--- src/rtl/aod_pkg.sv ---
package aod_pkg;
  localparam int unsigned DEF_LANES    = 7;
  localparam int unsigned DEF_WIN_LEN  = 840;
  localparam int unsigned DEF_ZERO_TOL = 4;
  localparam int unsigned DEF_PERSIST  = 2;

  typedef struct packed {
    logic win_end;
    logic like;
  } win_res_t;
endpackage

--- src/rtl/aod_win_ctr.sv ---
module aod_win_ctr #(
  parameter int unsigned WIN_LEN = aod_pkg::DEF_WIN_LEN
) (
  input  logic clk_i,
  input  logic rst_ni,
  input  logic valid_i,
  output logic win_end_o
);
  localparam int unsigned CNT_W = (WIN_LEN > 1) ? $clog2(WIN_LEN) : 1;
  localparam logic [CNT_W-1:0] LAST = CNT_W'(WIN_LEN - 1);

  logic [CNT_W-1:0] cnt_q;

  assign win_end_o = valid_i && (cnt_q == LAST);

  always_ff @(posedge clk_i or negedge rst_ni) begin
    if (!rst_ni)        cnt_q <= '0;
    else if (win_end_o) cnt_q <= '0;
    else if (valid_i)   cnt_q <= cnt_q + 1'b1;
  end


  win_hold_chk: assert property (@(posedge clk_i) disable iff (!rst_ni)
    !valid_i |=> $stable(cnt_q));

  win_range_chk: assert property (@(posedge clk_i) disable iff (!rst_ni)
    cnt_q <= LAST);
endmodule

--- src/rtl/aod_zero_ctr.sv ---
module aod_zero_ctr #(
  parameter int unsigned ZERO_TOL = aod_pkg::DEF_ZERO_TOL
) (
  input  logic clk_i,
  input  logic rst_ni,
  input  logic valid_i,
  input  logic bit_i,
  input  logic win_end_i,
  output logic like_o
);
  localparam int unsigned SAT = ZERO_TOL + 1;
  localparam int unsigned ZW  = $clog2(SAT + 1);
  localparam logic [ZW-1:0] SAT_V = ZW'(SAT);
  localparam logic [ZW-1:0] TOL_V = ZW'(ZERO_TOL);

  logic [ZW-1:0] zcnt_q, zcnt_nx;

  // zero count including the current bit, saturating
  always_comb begin
    zcnt_nx = zcnt_q;
    if (valid_i && !bit_i && zcnt_q != SAT_V) zcnt_nx = zcnt_q + 1'b1;
  end

  assign like_o = (zcnt_nx <= TOL_V);

  always_ff @(posedge clk_i or negedge rst_ni) begin
    if (!rst_ni)        zcnt_q <= '0;
    else if (win_end_i) zcnt_q <= '0;
    else                zcnt_q <= zcnt_nx;
  end


  zero_sat_chk: assert property (@(posedge clk_i) disable iff (!rst_ni)
    zcnt_q <= SAT_V);

  zero_hold_chk: assert property (@(posedge clk_i) disable iff (!rst_ni)
    (!valid_i && !win_end_i) |=> $stable(zcnt_q));
endmodule

--- src/rtl/aod_persist.sv ---
module aod_persist #(
  parameter int unsigned PERSIST = aod_pkg::DEF_PERSIST
) (
  input  logic clk_i,
  input  logic rst_ni,
  input  logic win_end_i,
  input  logic like_i,
  output logic alarm_o
);
  localparam int unsigned HW = (PERSIST > 1) ? PERSIST - 1 : 1;
  localparam int unsigned SW = $clog2(HW + 1);
  localparam logic [SW-1:0] FULL = SW'(HW);

  logic [HW-1:0] hist_q;
  logic [SW-1:0] seen_q;
  logic          alarm_q;
  logic          full, do_set, do_clr;

  assign full   = (seen_q == FULL);
  assign do_set = win_end_i && full && like_i && (&hist_q);
  assign do_clr = win_end_i && full && !like_i && !(|hist_q);

  generate
    if (HW == 1) begin : g_hist1
      always_ff @(posedge clk_i or negedge rst_ni) begin
        if (!rst_ni)        hist_q <= '0;
        else if (win_end_i) hist_q <= like_i;
      end
    end else begin : g_histn
      always_ff @(posedge clk_i or negedge rst_ni) begin
        if (!rst_ni)        hist_q <= '0;
        else if (win_end_i) hist_q <= {hist_q[HW-2:0], like_i};
      end
    end
  endgenerate

  always_ff @(posedge clk_i or negedge rst_ni) begin
    if (!rst_ni) begin
      seen_q  <= '0;
      alarm_q <= 1'b0;
    end else begin
      if (win_end_i && !full) seen_q <= seen_q + 1'b1;
      if (do_set)      alarm_q <= 1'b1;
      else if (do_clr) alarm_q <= 1'b0;
    end
  end

  assign alarm_o = alarm_q;


  set_cause_chk: assert property (@(posedge clk_i) disable iff (!rst_ni)
    $rose(alarm_q) |-> $past(win_end_i && like_i));

  clr_cause_chk: assert property (@(posedge clk_i) disable iff (!rst_ni)
    $fell(alarm_q) |-> $past(win_end_i && !like_i));

  only_at_end_chk: assert property (@(posedge clk_i) disable iff (!rst_ni)
    !win_end_i |=> $stable(alarm_q));

  no_early_chk: assert property (@(posedge clk_i) disable iff (!rst_ni)
    (seen_q == '0) |=> !alarm_q);
endmodule

--- src/rtl/aod_lane.sv ---
module aod_lane #(
  parameter int unsigned WIN_LEN  = aod_pkg::DEF_WIN_LEN,
  parameter int unsigned ZERO_TOL = aod_pkg::DEF_ZERO_TOL,
  parameter int unsigned PERSIST  = aod_pkg::DEF_PERSIST
) (
  input  logic clk_i,
  input  logic rst_ni,
  input  logic data_i,
  input  logic valid_i,
  output logic alarm_o
);
  aod_pkg::win_res_t res;

  aod_win_ctr #(.WIN_LEN(WIN_LEN)) win_i (
    .clk_i    (clk_i),
    .rst_ni   (rst_ni),
    .valid_i  (valid_i),
    .win_end_o(res.win_end)
  );

  aod_zero_ctr #(.ZERO_TOL(ZERO_TOL)) zero_i (
    .clk_i    (clk_i),
    .rst_ni   (rst_ni),
    .valid_i  (valid_i),
    .bit_i    (data_i),
    .win_end_i(res.win_end),
    .like_o   (res.like)
  );

  aod_persist #(.PERSIST(PERSIST)) pers_i (
    .clk_i    (clk_i),
    .rst_ni   (rst_ni),
    .win_end_i(res.win_end),
    .like_i   (res.like),
    .alarm_o  (alarm_o)
  );
endmodule

--- src/rtl/aod_top.sv ---
module aod_top #(
  parameter int unsigned NUM_LANES = aod_pkg::DEF_LANES,
  parameter int unsigned WIN_LEN   = aod_pkg::DEF_WIN_LEN,
  parameter int unsigned ZERO_TOL  = aod_pkg::DEF_ZERO_TOL,
  parameter int unsigned PERSIST   = aod_pkg::DEF_PERSIST
) (
  input  logic                 clk_i,
  input  logic                 rst_ni,
  input  logic [NUM_LANES-1:0] data_i,
  input  logic [NUM_LANES-1:0] valid_i,
  output logic [NUM_LANES-1:0] alarm_o
);
  generate
    for (genvar l = 0; l < NUM_LANES; l++) begin : g_lane
      aod_lane #(
        .WIN_LEN (WIN_LEN),
        .ZERO_TOL(ZERO_TOL),
        .PERSIST (PERSIST)
      ) lane_i (
        .clk_i  (clk_i),
        .rst_ni (rst_ni),
        .data_i (data_i[l]),
        .valid_i(valid_i[l]),
        .alarm_o(alarm_o[l])
      );
    end
  endgenerate


  lane_local_chk: assert property (@(posedge clk_i) disable iff (!rst_ni)
    (valid_i == '0) |=> $stable(alarm_o));
endmodule

--- config.mk ---
export PLATFORM = sky130hd
export DESIGN_NAME = aod_top
export DESIGN_NICKNAME = d
export VERILOG_FILES = /design/src/rtl/aod_pkg.sv /design/src/rtl/aod_win_ctr.sv /design/src/rtl/aod_zero_ctr.sv /design/src/rtl/aod_persist.sv /design/src/rtl/aod_lane.sv /design/src/rtl/aod_top.sv
export SDC_FILE = /design/constraint.sdc
export NUM_CORES = 1
export LEC_CHECK = 0
export BUFFER_PORTS_ARGS = -buffer_cell sky130_fd_sc_hd__buf_2
export CAP_MARGIN = 20
export CORE_ASPECT_RATIO = 1.4
export CORE_UTILIZATION = 45
export CTS_CLUSTER_DIAMETER = 80
export DETAILED_ROUTE_END_ITERATION = 8
export RECOVER_POWER = 100
export SYNTH_ARGS = -nofsm -noshare
export SYNTH_HDL_FRONTEND = slang
export SYNTH_SLANG_ARGS = --single-unit
--- constraint.sdc ---
create_clock -name clk_i -period 1.4 [get_ports clk_i]
set_input_delay 0.21 -clock clk_i [delete_from_list [all_inputs] [get_ports clk_i]]
set_output_delay 0.21 -clock clk_i [all_outputs]
set_load 0.02 [all_outputs]
# After elaboration in Yosys (flattened, before gate mapping)
# Cells that the tools add are included.
[totals]
out_inout_bits = 7
register_bits = 112
input_bits = 16
wordCells = 224
[classes]
n_eq_ne = 14
add_sub_neg = 21
n_mux = 42
n_reduce_logical = 105
order_cmp = 7
[ops]
columns = ["operator", "count"]
rows = [
  ["$mux 10", 14],
  ["$add 10x1->10 const B", 7],
  ["$eq 10x10->1 const B", 7],
  ["$logic_and 1x1->1", 63],
  ["$mux 3", 14],
  ["$logic_not 1->1", 28],
  ["$reduce_bool 2->1", 14],
  ["$add 3x1->3 const B", 7],
  ["$le 3x3->1 const B", 7],
  ["$ne 3x3->1 const B", 7],
  ["$mux 1", 14],
  ["$add 1x1->1 const B", 7],
]

# Depth between registers and ports, before layout
[depth]
word_depth = 10
ltp_mapped = 6
ltp_nobuf = 6

# Modules after synthesis
# Synthesis repeated with hierarchy kept, for this count alone.
[unflattened]
cells_unflattened = 518
area_unflattened_um2 = 5763.0
[by_module_without_submodules]
columns = ["mod", "area_per_inst_um2", "seq_area_each_um2", "n_inst", "cells_per_inst"]
rows = [
  ["aod_win_ctr", 475.5, 250.2, 7, 43],
  ["aod_zero_ctr", 230.2, 75.1, 7, 22],
  ["aod_persist", 117.6, 75.1, 7, 9],
]

# Worst setup path before layout
# Ideal clock, no wire load.
[synth_timing]
path_kind = "reg2reg"
startpoint = "register g_lane[1].lane_i.zero_i.zcnt_q[0]"
endpoint = "register g_lane[1].lane_i.pers_i.alarm_q"
setup_ns = 0.135
stages_incl_launch_ff = 6
arrival_ns = 1.412
path_slack_ns = -0.147
t_required_ns = 1.265
period_less_slack_ns = 1.547
path_buffers = 0
cell_sequence = "dfrtp_1 ha_1 a22o_1 and3_1 o32ai_1 nand3_1"
[synth_via]
elab_chain_len = 8
word_cells_on_any_way = 12
cone_classes = "add/sub: 1; order compare: 1; eq/ne: 1; mux: 2; reduce/logical: 7"
[synth_lines]
columns = ["item", "line_no", "source"]
rows = [
  ["start, declared", "aod_zero_ctr.sv:16", "logic [ZW-1:0] zcnt_q, zcnt_nx;"],
  ["start signal, assigned", "aod_zero_ctr.sv:29", "else zcnt_q <= zcnt_nx;"],
  ["branches (longest 2 deep; another with $add 3x1->3)", "n/a", ""],
  ["$mux 3 (*)", "aod_zero_ctr.sv:21", "if (valid_i && !bit_i && zcnt_q != SAT_V) zcnt_nx = zcnt_q + 1'b1;"],
  ["$le 3x3->1 (*)", "aod_zero_ctr.sv:24", "assign like_o = (zcnt_nx <= TOL_V);"],
  ["$logic_not 1->1", "aod_persist.sv:21", "assign do_clr = win_end_i && full && !like_i && !(|hist_q);"],
  ["$logic_and 1x1->1 (2 in series)", "aod_persist.sv:21", ""],
  ["$reduce_bool 2->1 (no source line)", "n/a", ""],
  ["end signal, assigned", "aod_persist.sv:40", "alarm_q <= 1'b0;"],
  ["end signal, assigned", "aod_persist.sv:43", "if (do_set) alarm_q <= 1'b1;"],
  ["end signal, assigned", "aod_persist.sv:44", "else if (do_clr) alarm_q <= 1'b0;"],
  ["end, declared", "aod_persist.sv:16", "logic alarm_q;"],
]
# Mark *: on every way between the ends.
# A chain may end at the register's enable or synchronous reset.

# Final worst setup path
[layout_timing]
startpoint = "register g_lane[5].lane_i.zero_i.zcnt_q[1]"
endpoint = "register g_lane[5].lane_i.pers_i.alarm_q"
[layout_via]
elab_chain_len = 8
word_cells_on_any_way = 12
cone_classes = "add/sub: 1; order compare: 1; eq/ne: 1; mux: 2; reduce/logical: 7"
[layout_lines]
columns = ["item", "line_no"]
rows = [
  ["start, declared", "aod_zero_ctr.sv:16"],
  ["start signal, assigned", "aod_zero_ctr.sv:29"],
  ["branches (longest 2 deep; another with $add 3x1->3)", "n/a"],
  ["$mux 3 (*)", "aod_zero_ctr.sv:21"],
  ["$le 3x3->1 (*)", "aod_zero_ctr.sv:24"],
  ["$logic_not 1->1", "aod_persist.sv:21"],
  ["$logic_and 1x1->1 (2 in series)", "aod_persist.sv:21"],
  ["$reduce_bool 2->1 (no source line)", "n/a"],
  ["end signal, assigned", "aod_persist.sv:40"],
  ["end signal, assigned", "aod_persist.sv:43"],
  ["end signal, assigned", "aod_persist.sv:44"],
  ["end, declared", "aod_persist.sv:16"],
]
# Marks and branches as above.

==> results.yml <==
clocking:
  cts-root-buf: "clkbuf_16"
  clock_latency_ns: 0.34
  cts_num_sinks: 112
  clk_pin_slew_ns: 0.07
  numCtsBuffers: 9
  cts_tree: "built"
  htree_levels: 3
  cts_buffer_depth: 2
finish:
  final_core_util_pct: 61.5
  finish.instance_area_sq_um: 7570
  drive_gt1_share_pct: 37.6
  area_growth_pct: 33.5
  fillCellCount: 1029
  diodes: 0
  fin_cells: 828
  multi_input_area_sq_um: 3240
  nets: 712
  regArea_sq_um: 2810
critical_path:
  slowest_delay_ns: 0.35
  crit_arrival_ns: 1.76
  path_max_fanout: 2
  crit_path_start: "g_lane[5].lane_i.zero_i.zcnt_q[1]"
  reg2reg_from: "g_lane[5].lane_i.zero_i.zcnt_q[1]"
  critical_path.cell_chain: "inv_1 -> ha_1 -> a22o_1 -> and3_4 -> o32ai_2 -> nand3_1"
  endpoint_kind: "flip-flop"
  cp.required_ns: 1.62
  worstSetupPathType: "reg -> reg"
  startpoint_type: "flip-flop"
  cp.buffers_inverters: 1
  slowest_stage: "dfrtp_1"
  cpLargestDelayFamily: "compound AO/OA/AOI/OAI gates"
global_route:
  grt_usage_pct: 18.8
  grt_pass1_vias: 4662
  grt_pass1_wl_um: 20300
  antenna_found_initial: 0
  grt_max_degree: 39
  overflow: 0
sta:
  hold_viol: 0
  fin_crit_ns: 1.54
  skew_ns: 0.00690
  fmax_mhz: 651
  setup_viol: 36
  rsz0062_at_grt: "yes"
  tightest_slew_ns: 0.497
  fin_crit_sh_pct: 110
  final.setup.worst_slack_ns: -0.135
  relSlewSlack_pct: 66.9
  maxSlewViolCount: 0
yosys:
  syn-num-nets: 578
  synth_cell_types: 43
  synth_top_family_by_area: "simple AND/OR/NAND/NOR gates"
  yosys_warnings: 0
  syn_inst: 541
  synth_xor_area_share_pct: 10.8
  synth-seq-cells: 112
  syn_area_per_cell_sq_um: 10.5
  synth_simple_gate_area_share_pct: 21.7
  synth_compound_area_share_pct: 7.42
  synthMuxAreaShare_pct: 2.49
  ys_seq_area_share_pct: 49.4
  synth_fa_ha_area_share_pct: 4.64
  netlist_area_sq_um: 5670
die:
  start_util_pct: 46.0
  rows: 48
  die_h_um: 135
  die-width_um: 96.9
  top_level_ports: 23
  core_area_sq_um: 12300
  die_area_sq_um: 13100
detailed_routing:
  totalWireLength_um: 11700
  vias_per_cell: 5.32
  antenna_left: 0
  drtPass1Iterations: 4
  routedWlPerCell_um: 14.2
  drt_iter0_markers: 128
  drc: 0
  vias: 4404
run:
  cap_violations: 0
hold_path:
  hold_path.startpoint: "valid_i[6]"
  hold_class: "in -> reg"
place:
  place.gp.congestion: 0.798
  detailed_place_hpwl_um: 7860
  dpl_cell_area_sq_um: 6690
  dp.cells: 795
  port_buffers: 22
  dp_slack_ns: -0.165
power_and_ir_drop:
  max-vdd-ir-drop_uv: 980
  power.density_nw_per_um2: 1790
  p_leak_uw: 0.00344
status:
  failed_checks: "setup timing"
  status: "finished, violations left"
-- cells by family (layout without fill, tap and decap cells) --
kind of cell / count (synthesis) / after routing
multiplexers: 13 / 13
AO/OA/AOI/OAI: 58 / 58
XOR/XNOR: 70 / 70
adder cells (fa/ha/maj): 21 / 21
AND/OR/NAND/NOR: 229 / 229
flip-flops: 112 / 112
buffers and inverters: 38 / 175
-- power by group --
group / internal [uW] / total [uW] / switching [uW]
clock network: 1230 / 2340 / 1100
registers: 4180 / 4970 / 795
logic: 3440 / 6260 / 2820
-- routing by layer --
metal  wire, um  GRT usage [%]  up-vias
li1           -              -     2151
met1       4750           20.8     2207
met2       6590           35.8       30
met3        217           3.05       16
met4        187           7.13        0
met5          0              0        -
-- worst reg2reg max path: cells and delay by family, from the launching register on --
kind / cells / cell delay, ns
AOI/OAI and AO/OA: 2 / 0.44
DFF: 1 / 0.35
adders and majority gates: 1 / 0.30
and+or+nand+nor: 2 / 0.27
buffers and inverters: 1 / 0.05
-- per-stage QoR --
stage | power, uW | setup TNS [ns] | hold WS (ns)
6_report | 13600 | -1.46 | 0.154
5_1_grt | 14600 | -6.11 | 0.159
4_1_cts | 13100 | -1.03 | 0.141
3_5_place_dp | 9890 | -1.99 | 0.125
3_3_place_gp | 9620 | -1.25 | 0.117
2_1_floorplan | 7710 | -0.821 | -0.0856
-- path summary, 6_finish.rpt --
check / to / slack [ns] / cells past startpoint
setup / recovery: g_lane[5].lane_i.pers_i.alarm_o / -0.14 / 6
hold / removal: g_lane[6].lane_i.win_i.cnt_q[0] / 0.15 / 2
hold reg to reg: g_lane[3].lane_i.pers_i.full / 0.48 / 2
min in group asynchronous: g_lane[5].lane_i.win_i.cnt_q[0] / 0.35 / 2
max in group asynchronous: g_lane[3].lane_i.zero_i.zcnt_q[0] / 0.14 / 3
setup reg to reg: g_lane[5].lane_i.pers_i.alarm_o / -0.14 / 6
-- cell type report --
type	count	share of cell area, %
inverters	23	1.14
multi-input cells	391	42.8
repair buffers	138	13.0
flip-flops and latches	112	37.1
clock buffers	11	3.21
clock inverters	3	0.265
well taps	150	2.48
-- state kept, by name, indices dropped and copies added (netlist names) --
register / count
g_lane.lane_i.pers_i.full: 7
g_lane.lane_i.pers_i.alarm_o: 7
g_lane.lane_i.zero_i.zcnt_q: 21
g_lane.lane_i.win_i.cnt_q: 70
g_lane.lane_i.pers_i.hist_q: 7
-- cells in the final DEF, fill, tap and decap left out, types with 5 or more instances in the layout --
cell and instances:
a21oi_2 8, buf_4 84, nand3_1 19, buf_6 10, dfrtp_1 107, and3_1 13
clkbuf_1 19, clkbuf_4 6, and3_4 12, and4_1 8, clkbuf_16 9, ha_4 7
nor2_4 5, nor2_1 46, ha_1 10, nor2_2 8, a211oi_2 8, buf_2 14
inv_1 18, and4b_1 5, nand2_1 39, xnor2_1 37, xor2_1 31, dfrtp_2 5
mux2_2 5, nand4_1 17, o211ai_1 5, a22o_1 7, nor3_4 8, nor3_1 6
inv_2 5
-- cells in the mapped netlist, drive strengths merged --
cell type  number  area, sq um
o31ai           6         45.0
ha             21          263
inv            23         86.3
a21bo           2         20.0
nor2b           4         25.0
nand2b          1         6.26
nand3          22          110
nand4b          2         17.5
and4           12          108
buf            14          105
a22o            7         61.3
dfrtp         112         2800
xnor2          37          324
nand4          17          106
xor2           33          289
a21oi          11         62.6
and2b           3         22.5
and3           26          163
nor4            4         31.3
o22ai           7         43.8
a211oi         11         82.6
clkbuf          1         5.00
mux2i           4         40.0
nand2          42          158
o21ai           1         5.00
a31oi           3         18.8
o211ai          5         37.5
o32ai           2         17.5
and2            8         50.1
nor2           59          221
or3             2         22.5
mux2            9          101
a31o            3         26.3
nor3           16          103
or2             6         37.5
and4b           5         50.1
-- timing repair --
item,4_1_cts,5_1_grt
buffers inserted,10,8
pin swaps,16,29
resized for setup,64,76
hold buffers,1,0
endpoints found under the hold margin,15,0
endpoints found under the setup margin,26,51
No activity file was read; power rests on OpenSTA's default activity.
